**config.mk**
```make
export PLATFORM = sky130hd
export DESIGN_NAME = cic_dec5x4
export DESIGN_NICKNAME = d
export VERILOG_FILES = /design/src/rtl/cic_dec_pkg.sv /design/src/rtl/cic_rst_sync.sv /design/src/rtl/cic_integ_stage.sv /design/src/rtl/cic_decim_gate.sv /design/src/rtl/cic_comb_stage.sv /design/src/rtl/cic_dec5x4.sv
export SDC_FILE = /design/constraint.sdc
export NUM_CORES = 1
export LEC_CHECK = 0
export BUFFER_PORTS_ARGS = -buffer_cell sky130_fd_sc_hd__buf_4
export CAP_MARGIN = 5
export CORE_UTILIZATION = 55
export DETAILED_ROUTE_END_ITERATION = 12
export GPL_TIMING_DRIVEN = 0
export PLACE_DENSITY = 0.74
export SYNTH_ARGS = -nofsm -noshare
export SYNTH_HDL_FRONTEND = slang
export SYNTH_SLANG_ARGS = --single-unit
```
**constraint.sdc**
```tcl
create_clock -name clk_i -period 14.3 [get_ports clk_i]
set_input_delay 0.715 -clock clk_i [delete_from_list [all_inputs] [get_ports clk_i]]
set_output_delay 0.715 -clock clk_i [all_outputs]
set_load 0.005 [all_outputs]
```
**src/rtl/cic_dec_pkg.sv**
```systemverilog
package cic_dec_pkg;

  // Accumulator width needed so that the integrator wrap is harmless:
  // input width grown by log2(rate) bits for each stage of the cascade.
  function automatic int unsigned acc_width(int unsigned in_w,
                                            int unsigned order,
                                            int unsigned rate);
    return in_w + order * $clog2(rate);
  endfunction

endpackage

```
**src/rtl/cic_rst_sync.sv**
```systemverilog
// Asserts at once, releases after STAGES rising edges.
module cic_rst_sync #(
  parameter int unsigned STAGES = 2
) (
  input  logic clk_i,
  input  logic rst_ni,
  output logic rst_no
);

  logic [STAGES-1:0] sync_q;
  logic [STAGES-1:0] sync_d;

  always_comb begin
    sync_d = {sync_q[STAGES-2:0], 1'b1};
  end

  always_ff @(posedge clk_i or negedge rst_ni) begin
    if (!rst_ni) begin
      sync_q <= '0;
    end else begin
      sync_q <= sync_d;
    end
  end

  assign rst_no = sync_q[STAGES-1];

endmodule

```
**src/rtl/cic_integ_stage.sv**
```systemverilog
// One registered running-sum stage; wraps modulo 2^W.
module cic_integ_stage #(
  parameter int unsigned W = 28
) (
  input  logic         clk_i,
  input  logic         rst_ni,
  input  logic         en_i,
  input  logic [W-1:0] x_i,
  output logic [W-1:0] acc_o,
  output logic         vld_o
);

  logic [W-1:0] acc_q, acc_d;
  logic         vld_q, vld_d;

  always_comb begin
    acc_d = acc_q;
    if (en_i) begin
      acc_d = acc_q + x_i;
    end
    vld_d = en_i;
  end

  always_ff @(posedge clk_i or negedge rst_ni) begin
    if (!rst_ni) begin
      acc_q <= '0;
      vld_q <= 1'b0;
    end else begin
      acc_q <= acc_d;
      vld_q <= vld_d;
    end
  end

  assign acc_o = acc_q;
  assign vld_o = vld_q;

endmodule

```
**src/rtl/cic_decim_gate.sv**
```systemverilog
// Counts qualified inputs and passes on every RATE-th one.
module cic_decim_gate #(
  parameter int unsigned W    = 28,
  parameter int unsigned RATE = 4
) (
  input  logic         clk_i,
  input  logic         rst_ni,
  input  logic         en_i,
  input  logic [W-1:0] x_i,
  output logic [W-1:0] smp_o,
  output logic         stb_o
);

  localparam int unsigned CNT_W = $clog2(RATE);
  localparam logic [CNT_W-1:0] LAST = CNT_W'(RATE - 1);

  logic [CNT_W-1:0] cnt_q, cnt_d;
  logic [W-1:0]     smp_q, smp_d;
  logic             stb_q, stb_d;

  always_comb begin
    cnt_d = cnt_q;
    smp_d = smp_q;
    stb_d = 1'b0;
    if (en_i) begin
      if (cnt_q == LAST) begin
        cnt_d = '0;
        smp_d = x_i;
        stb_d = 1'b1;
      end else begin
        cnt_d = cnt_q + 1'b1;
      end
    end
  end

  always_ff @(posedge clk_i or negedge rst_ni) begin
    if (!rst_ni) begin
      cnt_q <= '0;
      smp_q <= '0;
      stb_q <= 1'b0;
    end else begin
      cnt_q <= cnt_d;
      smp_q <= smp_d;
      stb_q <= stb_d;
    end
  end

  assign smp_o = smp_q;
  assign stb_o = stb_q;

endmodule

```
**src/rtl/cic_comb_stage.sv**
```systemverilog
// One registered first-difference stage, stepped only by its strobe.
module cic_comb_stage #(
  parameter int unsigned W = 28
) (
  input  logic         clk_i,
  input  logic         rst_ni,
  input  logic         en_i,
  input  logic [W-1:0] x_i,
  output logic [W-1:0] y_o,
  output logic         vld_o
);

  logic [W-1:0] dly_q, dly_d;
  logic [W-1:0] y_q, y_d;
  logic         vld_q, vld_d;

  always_comb begin
    dly_d = dly_q;
    y_d   = y_q;
    if (en_i) begin
      y_d   = x_i - dly_q;
      dly_d = x_i;
    end
    vld_d = en_i;
  end

  always_ff @(posedge clk_i or negedge rst_ni) begin
    if (!rst_ni) begin
      dly_q <= '0;
      y_q   <= '0;
      vld_q <= 1'b0;
    end else begin
      dly_q <= dly_d;
      y_q   <= y_d;
      vld_q <= vld_d;
    end
  end

  assign y_o   = y_q;
  assign vld_o = vld_q;

endmodule

```
**src/rtl/cic_dec5x4.sv**
```systemverilog
// Pipelined CIC decimator: input flop, ORDER integrators, decimation
// gate, ORDER combs, output flop. Latency 2*ORDER+2 edges.
module cic_dec5x4 #(
  parameter int unsigned IN_W  = 18,
  parameter int unsigned OUT_W = 18,
  parameter int unsigned RATE  = 4,
  parameter int unsigned ORDER = 5
) (
  input  logic             clk_i,
  input  logic             rst_ni,
  input  logic [IN_W-1:0]  smp_i,
  input  logic             smp_vld_i,
  output logic [OUT_W-1:0] res_o,
  output logic             res_vld_o
);

  localparam int unsigned ACC_W  = cic_dec_pkg::acc_width(IN_W, ORDER, RATE);
  localparam int unsigned EXT_W  = ACC_W - IN_W;
  localparam int unsigned DROP_W = ACC_W - OUT_W;

  logic rst_int_n;

  cic_rst_sync #(.STAGES(2)) u_rst_sync (
    .clk_i  (clk_i),
    .rst_ni (rst_ni),
    .rst_no (rst_int_n)
  );

  // Input register.
  logic [ACC_W-1:0] in_q, in_d;
  logic             in_v_q, in_v_d;

  always_comb begin
    in_d   = in_q;
    if (smp_vld_i) begin
      in_d = {{EXT_W{smp_i[IN_W-1]}}, smp_i};
    end
    in_v_d = smp_vld_i;
  end

  always_ff @(posedge clk_i or negedge rst_int_n) begin
    if (!rst_int_n) begin
      in_q   <= '0;
      in_v_q <= 1'b0;
    end else begin
      in_q   <= in_d;
      in_v_q <= in_v_d;
    end
  end

  // Integrator cascade.
  logic [ACC_W-1:0] int_dat [ORDER+1];
  logic             int_vld [ORDER+1];

  assign int_dat[0] = in_q;
  assign int_vld[0] = in_v_q;

  for (genvar g = 0; g < ORDER; g++) begin : g_integ
    cic_integ_stage #(.W(ACC_W)) u_integ (
      .clk_i  (clk_i),
      .rst_ni (rst_int_n),
      .en_i   (int_vld[g]),
      .x_i    (int_dat[g]),
      .acc_o  (int_dat[g+1]),
      .vld_o  (int_vld[g+1])
    );
  end

  // Rate reduction.
  logic [ACC_W-1:0] cmb_dat [ORDER+1];
  logic             cmb_vld [ORDER+1];

  cic_decim_gate #(.W(ACC_W), .RATE(RATE)) u_gate (
    .clk_i  (clk_i),
    .rst_ni (rst_int_n),
    .en_i   (int_vld[ORDER]),
    .x_i    (int_dat[ORDER]),
    .smp_o  (cmb_dat[0]),
    .stb_o  (cmb_vld[0])
  );

  // Comb cascade at the reduced rate.
  for (genvar g = 0; g < ORDER; g++) begin : g_comb
    cic_comb_stage #(.W(ACC_W)) u_comb (
      .clk_i  (clk_i),
      .rst_ni (rst_int_n),
      .en_i   (cmb_vld[g]),
      .x_i    (cmb_dat[g]),
      .y_o    (cmb_dat[g+1]),
      .vld_o  (cmb_vld[g+1])
    );
  end

  // Output register: top OUT_W bits remove the cascade gain.
  logic [OUT_W-1:0] res_q, res_d;
  logic             res_v_q, res_v_d;

  always_comb begin
    res_d   = res_q;
    if (cmb_vld[ORDER]) begin
      res_d = OUT_W'(cmb_dat[ORDER] >> DROP_W);
    end
    res_v_d = cmb_vld[ORDER];
  end

  always_ff @(posedge clk_i or negedge rst_int_n) begin
    if (!rst_int_n) begin
      res_q   <= '0;
      res_v_q <= 1'b0;
    end else begin
      res_q   <= res_d;
      res_v_q <= res_v_d;
    end
  end

  assign res_o     = res_q;
  assign res_vld_o = res_v_q;

endmodule

```
# After elaboration in Yosys (flattened, before gate mapping)
# Index checks and enable logic that the tools add are counted.
dict set report totals {
  input_bits 21
  word_cells 49
  output_inout_bits 19
  register_bits 501
}
dict set report op_classes {
  n_addsub 11
  reduce_logical 1
  n_mux 3
  eq_ne 1
}
# operator n
set ops {}
lappend ops {{adder 28 bit} 5}
lappend ops {{subtractor 28 bit} 5}
lappend ops {{adder 2 x 1 -> 2 bit (second input constant)} 1}
lappend ops {{== test 2 bit (second input constant)} 1}
lappend ops {{two-way mux 1 bit} 2}
lappend ops {{two-way mux 2 bit} 1}
lappend ops {{AND reduction 2 bit} 1}

# Depth between registers and ports, before layout
dict set report depth {
  ltp_word 3
  mapped_depth 13
  depth_no_buf 13
}

# Cells and area by module
# A second synthesis with hierarchy kept.
dict set report unflattened {
  hier_cells 3522
  hier_area_um2 34289.1
}
# mod n_inst seq_area_each_um2 area_per_inst_um2 cells_each
set by_module_without_submodules {}
lappend by_module_without_submodules {cic_integ_stage 5 725.7 2552.4 278}
lappend by_module_without_submodules {{cic_comb_stage at g_comb[2].u_comb ...} 3 1426.4 3778.6 397}
lappend by_module_without_submodules {{cic_comb_stage at g_comb[1].u_comb} 1 1426.4 3727.3 396}
lappend by_module_without_submodules {{cic_comb_stage at g_comb[0].u_comb} 1 1426.4 3714.8 396}
lappend by_module_without_submodules {cic_dec5x4 1 950.9 1493.9 78}
lappend by_module_without_submodules {cic_decim_gate 1 775.7 1201.2 68}
lappend by_module_without_submodules {cic_rst_sync 1 50.0 53.8 3}

# Worst setup path before layout
# No wires, ideal clock.
dict set report synth_path {
  path_type {register to register}
  from {reg g_integ[0].u_integ.acc_q[0]}
  to {reg g_integ[0].u_integ.acc_q[26]}
  path_buffers 0
  setup_slack_ns 11.142
  setup_ns 0.125
  t_required_ns 14.175
  stages_incl_launch_ff 13
  t_arrival_ns 3.033
  period_less_slack_ns 3.158
  path_cell_list {dfrtp_1 -> ha_1 -> fa_1 -> a21o_1 -> a21o_1 -> a211oi_2 -> o31ai_2 -> a2111o_1 -> and3_1 -> nor2_1 -> o2111ai_1 -> xor2_1 -> mux2_2}
}
dict set report synth_between {
  elab_chain_cells 1
}
# item line
set synth_rtl {}
lappend synth_rtl {{start, declared} cic_integ_stage.sv:13} ;# logic [W-1:0] acc_q, acc_d;
lappend synth_rtl {{start signal, assigned} cic_integ_stage.sv:26} ;# acc_q <= '0;
lappend synth_rtl {{start signal, assigned} cic_integ_stage.sv:29} ;# acc_q <= acc_d;
lappend synth_rtl {{adder 28 bit} cic_integ_stage.sv:19} ;# acc_d = acc_q + x_i;
# Every way passes these cells.
# A chain may end at the register's enable or synchronous reset.

# Worst setup path after layout
dict set report layout_path {
  from {reg g_integ[0].u_integ.acc_q[1]}
  to {reg g_integ[0].u_integ.acc_q[25]}
}
# Same word-level chain as after synthesis.

==> flow_summary.yaml <==
logic_synthesis:
  synth_area_mm2: 0.0307
  synth_area_per_cell_um2: 9.84
  yosysWarnings: 0
  yosysSeqAreaShare_pct: 40.0
  ys_types: 79
  synth_fp_nets: 3426
  synth_ff_type: "dfrtp_1"
  ys_ff_latch: 491
  syn_inst: 3126
  synth_edf_count: 0
  async_reset_ff_share_pct: 100
setup_path:
  start_kind: "register"
  cp_max_fo: 5
  critPathKind: "reg2reg"
  cp.arrival_ns: 4.25
  worstSetupEndpointType: "register"
  required_ns: 14.80
timing:
  finalClockSkew_ns: 0.0214
  final.setup.tns_ns: 0
  finalCriticalPeriod_ns: 3.75
  rsz0062_at_grt: "false"
  setup_viol: 0
  max_freq_mhz: 267
  maxSlewHeadroom_pct: 51.4
  final_max_slew_viol_count: 0
  min_period_over_period_pct: 26.2
  hold_viol: 0
  tightest_slew_ns: 0.729
clock_tree:
  clk_path_buf_depth: 3
  cts_root_buf: "clkbuf_16"
  numClockSinks: 491
  cts_buffers: 55
  cts_tree: "yes"
  worst_skew_pair.late_latency_ns: 0.63
  cts_max_level: 2
  cts_setup_buffers: 0
  clk_pin_slew_ns: 0.06
die:
  num_rows: 86
  die_h_um: 238
  die_area_mm2: 0.0568
  start_util_pct: 55.7
  io_pins: 40
  core_mm2: 0.0552
  dieWidth_um: 238
job:
  maxCapViolCount: 0
global_route:
  antenna_found_initial: 0
  grt_pass1_wl_um: 114000
  grt_pass1_vias: 23500
  grt_start_max_net_pins: 75
  gr-total-overflow: 0
  globalRouteTotalUtil_pct: 24.0
layout:
  drive_gt1_share_pct: 13.8
  synthToLayoutAreaGrowth_pct: 10.7
  num_antenna_cells: 0
  fin_nets: 3531
  fillers: 4521
status:
  status: "finished clean"
place:
  routabilityCongestion: 0.896
  dp_hpwl_um: 50200
  io_buffers: 39
route:
  drc: 0
  wire_per_inst_um: 16.5
  detail-route-antenna-nets: 0
  routed_wl_um: 66600
  first_pass_iters: 5
  vias: 23300
  viasPerCell: 5.78
  drtIter0Drc: 1256
worst_hold_path:
  hold_path_class: "in2reg"
per-stage QoR:
step	cell area [um2]	cells	util, %	hold WS (ns)	setup slack (ns)
2_1_floorplan	30700	3126	-	0.331	6.30
3_3_place_gp	32000	3913	57.9	0.337	3.43
3_5_place_dp	32200	3921	58.3	0.334	10.63
4_1_cts	34000	4025	61.7	0.186	10.56
5_1_grt	34000	4025	61.7	0.193	10.29
6_report	34000	4025	61.7	0.218	10.55
cell usage in the layout (no fill, tap or decap), types with 11 or more instances in the layout:
cell type  Yosys  routed
o21a_1        37      37
dfrtp_1      491     490
o21ai_0      259     259
or3_1         14      14
and3_1        28      28
nand3b_1      16      16
a21o_1       115     115
nand2_1      251     251
nand3_1       60      60
mux2i_1       11      11
nor2b_1       36      36
xor2_1        57      57
o21bai_1      31      31
buf_1         20      20
nand2b_1      36      36
clkbuf_1      75      84
buf_4          0      39
clkinv_2       0      16
o31ai_1       14      14
o211ai_1      20      20
inv_1        216     216
a21oi_1      206     206
nand4_1       25      25
a211o_1       11      11
ha_1         270     270
xnor2_1      156     156
a211oi_1      31      31
nor2_1       150     150
clkbuf_16      0      55
nor3_1        38      38
mux2_2       273     273
a31oi_1       22      22
path summary, 6_finish.rpt:
| check | startpoint | to | slack [ns] | depth (start not counted) |
|---|---|---|---|---|
| max | g_integ[0].u_integ.acc_o[1] | g_integ[0].u_integ.acc_o[25] | 10.55 | 11 |
| min | smp_vld_i | in_v_q | 0.22 | 1 |
| max reg2reg | g_integ[0].u_integ.acc_o[1] | g_integ[0].u_integ.acc_o[25] | 10.55 | 11 |
| min reg2reg | u_rst_sync.sync_q[1] | g_comb[2].u_comb.dly_q[19] | 0.31 | 0 |
| max in group asynchronous | u_rst_sync.sync_q[1] | g_integ[0].u_integ.acc_o[23] | 12.06 | 5 |
| min in group asynchronous | u_rst_sync.sync_q[1] | g_comb[2].u_comb.dly_q[19] | 0.31 | 0 |
worst max-delay path, cell delays in order, from the launching register on:
cell and delay, ns:
dfrtp_1 0.46, ha_1 0.35, a211oi_1 0.25, nor2_1 0.13
a311oi_1 0.61, o21ai_0 0.38, a211oi_1 0.52, o21bai_1 0.10
a21oi_1 0.25, o21ai_0 0.15, xnor2_1 0.15, mux2_2 0.26
cell families (layout without fill, tap and decap cells):
group | count (synthesis) | after routing | synth area share, %
simple gates | 698 | 698 | 10.8
xor+xnor | 213 | 213 | 6.07
compound gates | 848 | 848 | 17.4
flops | 491 | 491 | 40.0
other cells | 1 | 1 | 0.0122
fa+ha+maj | 279 | 279 | 11.6
mux | 284 | 284 | 10.4
buf+inv | 312 | 463 | 3.81
synth_stat cells (all sizes together), types with 4 or more instances:
| library cell | instances | area share (%) |
|---|---|---|
| nor4b | 4 | 0.11 |
| nor4 | 6 | 0.14 |
| a21o | 115 | 2.8 |
| a21boi | 12 | 0.29 |
| ha | 270 | 11 |
| o21a | 38 | 0.93 |
| nand4b | 6 | 0.17 |
| inv | 216 | 2.6 |
| nor2b | 36 | 0.73 |
| o31ai | 16 | 0.45 |
| clkbuf | 75 | 0.92 |
| xor2 | 57 | 1.6 |
| a311oi | 5 | 0.14 |
| nand2 | 251 | 3.1 |
| nand2b | 36 | 0.73 |
| nand3b | 16 | 0.39 |
| fa | 9 | 0.59 |
| nor3 | 38 | 0.62 |
| or3 | 14 | 0.28 |
| o21ai | 265 | 4.3 |
| and3 | 28 | 0.57 |
| a21oi | 208 | 3.4 |
| nand3 | 60 | 0.98 |
| mux2 | 273 | 10 |
| o22ai | 9 | 0.18 |
| o21bai | 31 | 0.76 |
| mux2i | 11 | 0.36 |
| or2 | 6 | 0.12 |
| o211ai | 20 | 0.49 |
| and2 | 6 | 0.12 |
| dfrtp | 491 | 40 |
| a41oi | 7 | 0.20 |
| nand4 | 25 | 0.51 |
| a211o | 11 | 0.31 |
| o2111ai | 7 | 0.20 |
| a31o | 10 | 0.28 |
| xnor2 | 156 | 4.4 |
| buf | 20 | 0.24 |
| a31oi | 22 | 0.45 |
| a211oi | 37 | 1.0 |
| and4 | 6 | 0.17 |
| nor2 | 151 | 1.9 |
layer usage:
| layer | vias up | track usage [%] | part of all wire (%) |
|---|---|---|---|
| li1 | 11400 | - | - |
| met1 | 11400 | 30.4 | 45 |
| met2 | 360 | 42.7 | 50 |
| met3 | 111 | 2.82 | 2.9 |
| met4 | 0 | 7.63 | 2.5 |
| met5 | - | 0 | 0 |
flip-flops by register name (all words and copies together) (netlist names), 2 cells and up:
register               flops
g_comb.u_comb.dly_q      140
g_comb.u_comb.vld_o        5
g_comb.u_comb.y_o        130
g_integ.u_integ.vld_o      5
g_integ.u_integ.acc_o    140
in_q                      18
u_gate.cnt_q               2
u_gate.smp_o              28
res_o                     18
u_rst_sync.sync_q          2
final cells by class:
cell class | instances | area [um2] | area share (%)
multi-input combinational | 2323 | 17300 | 50.8
sequential | 491 | 12300 | 36.1
clock buffer | 73 | 1530 | 4.51
tap | 748 | 936 | 2.75
inverter | 217 | 815 | 2.39
timing repair buffer | 48 | 515 | 1.51
buffer | 95 | 357 | 1.05
clock inverter | 30 | 304 | 0.893
timing repair:
item / CTS / global route
hold buffers: 1 / 0
resized for setup: 0 / 0
hold endpoints to repair: 2 / 0
Power is not shown: default switching activity piles up to over one toggle a cycle in this logic, so the estimate is an artifact.
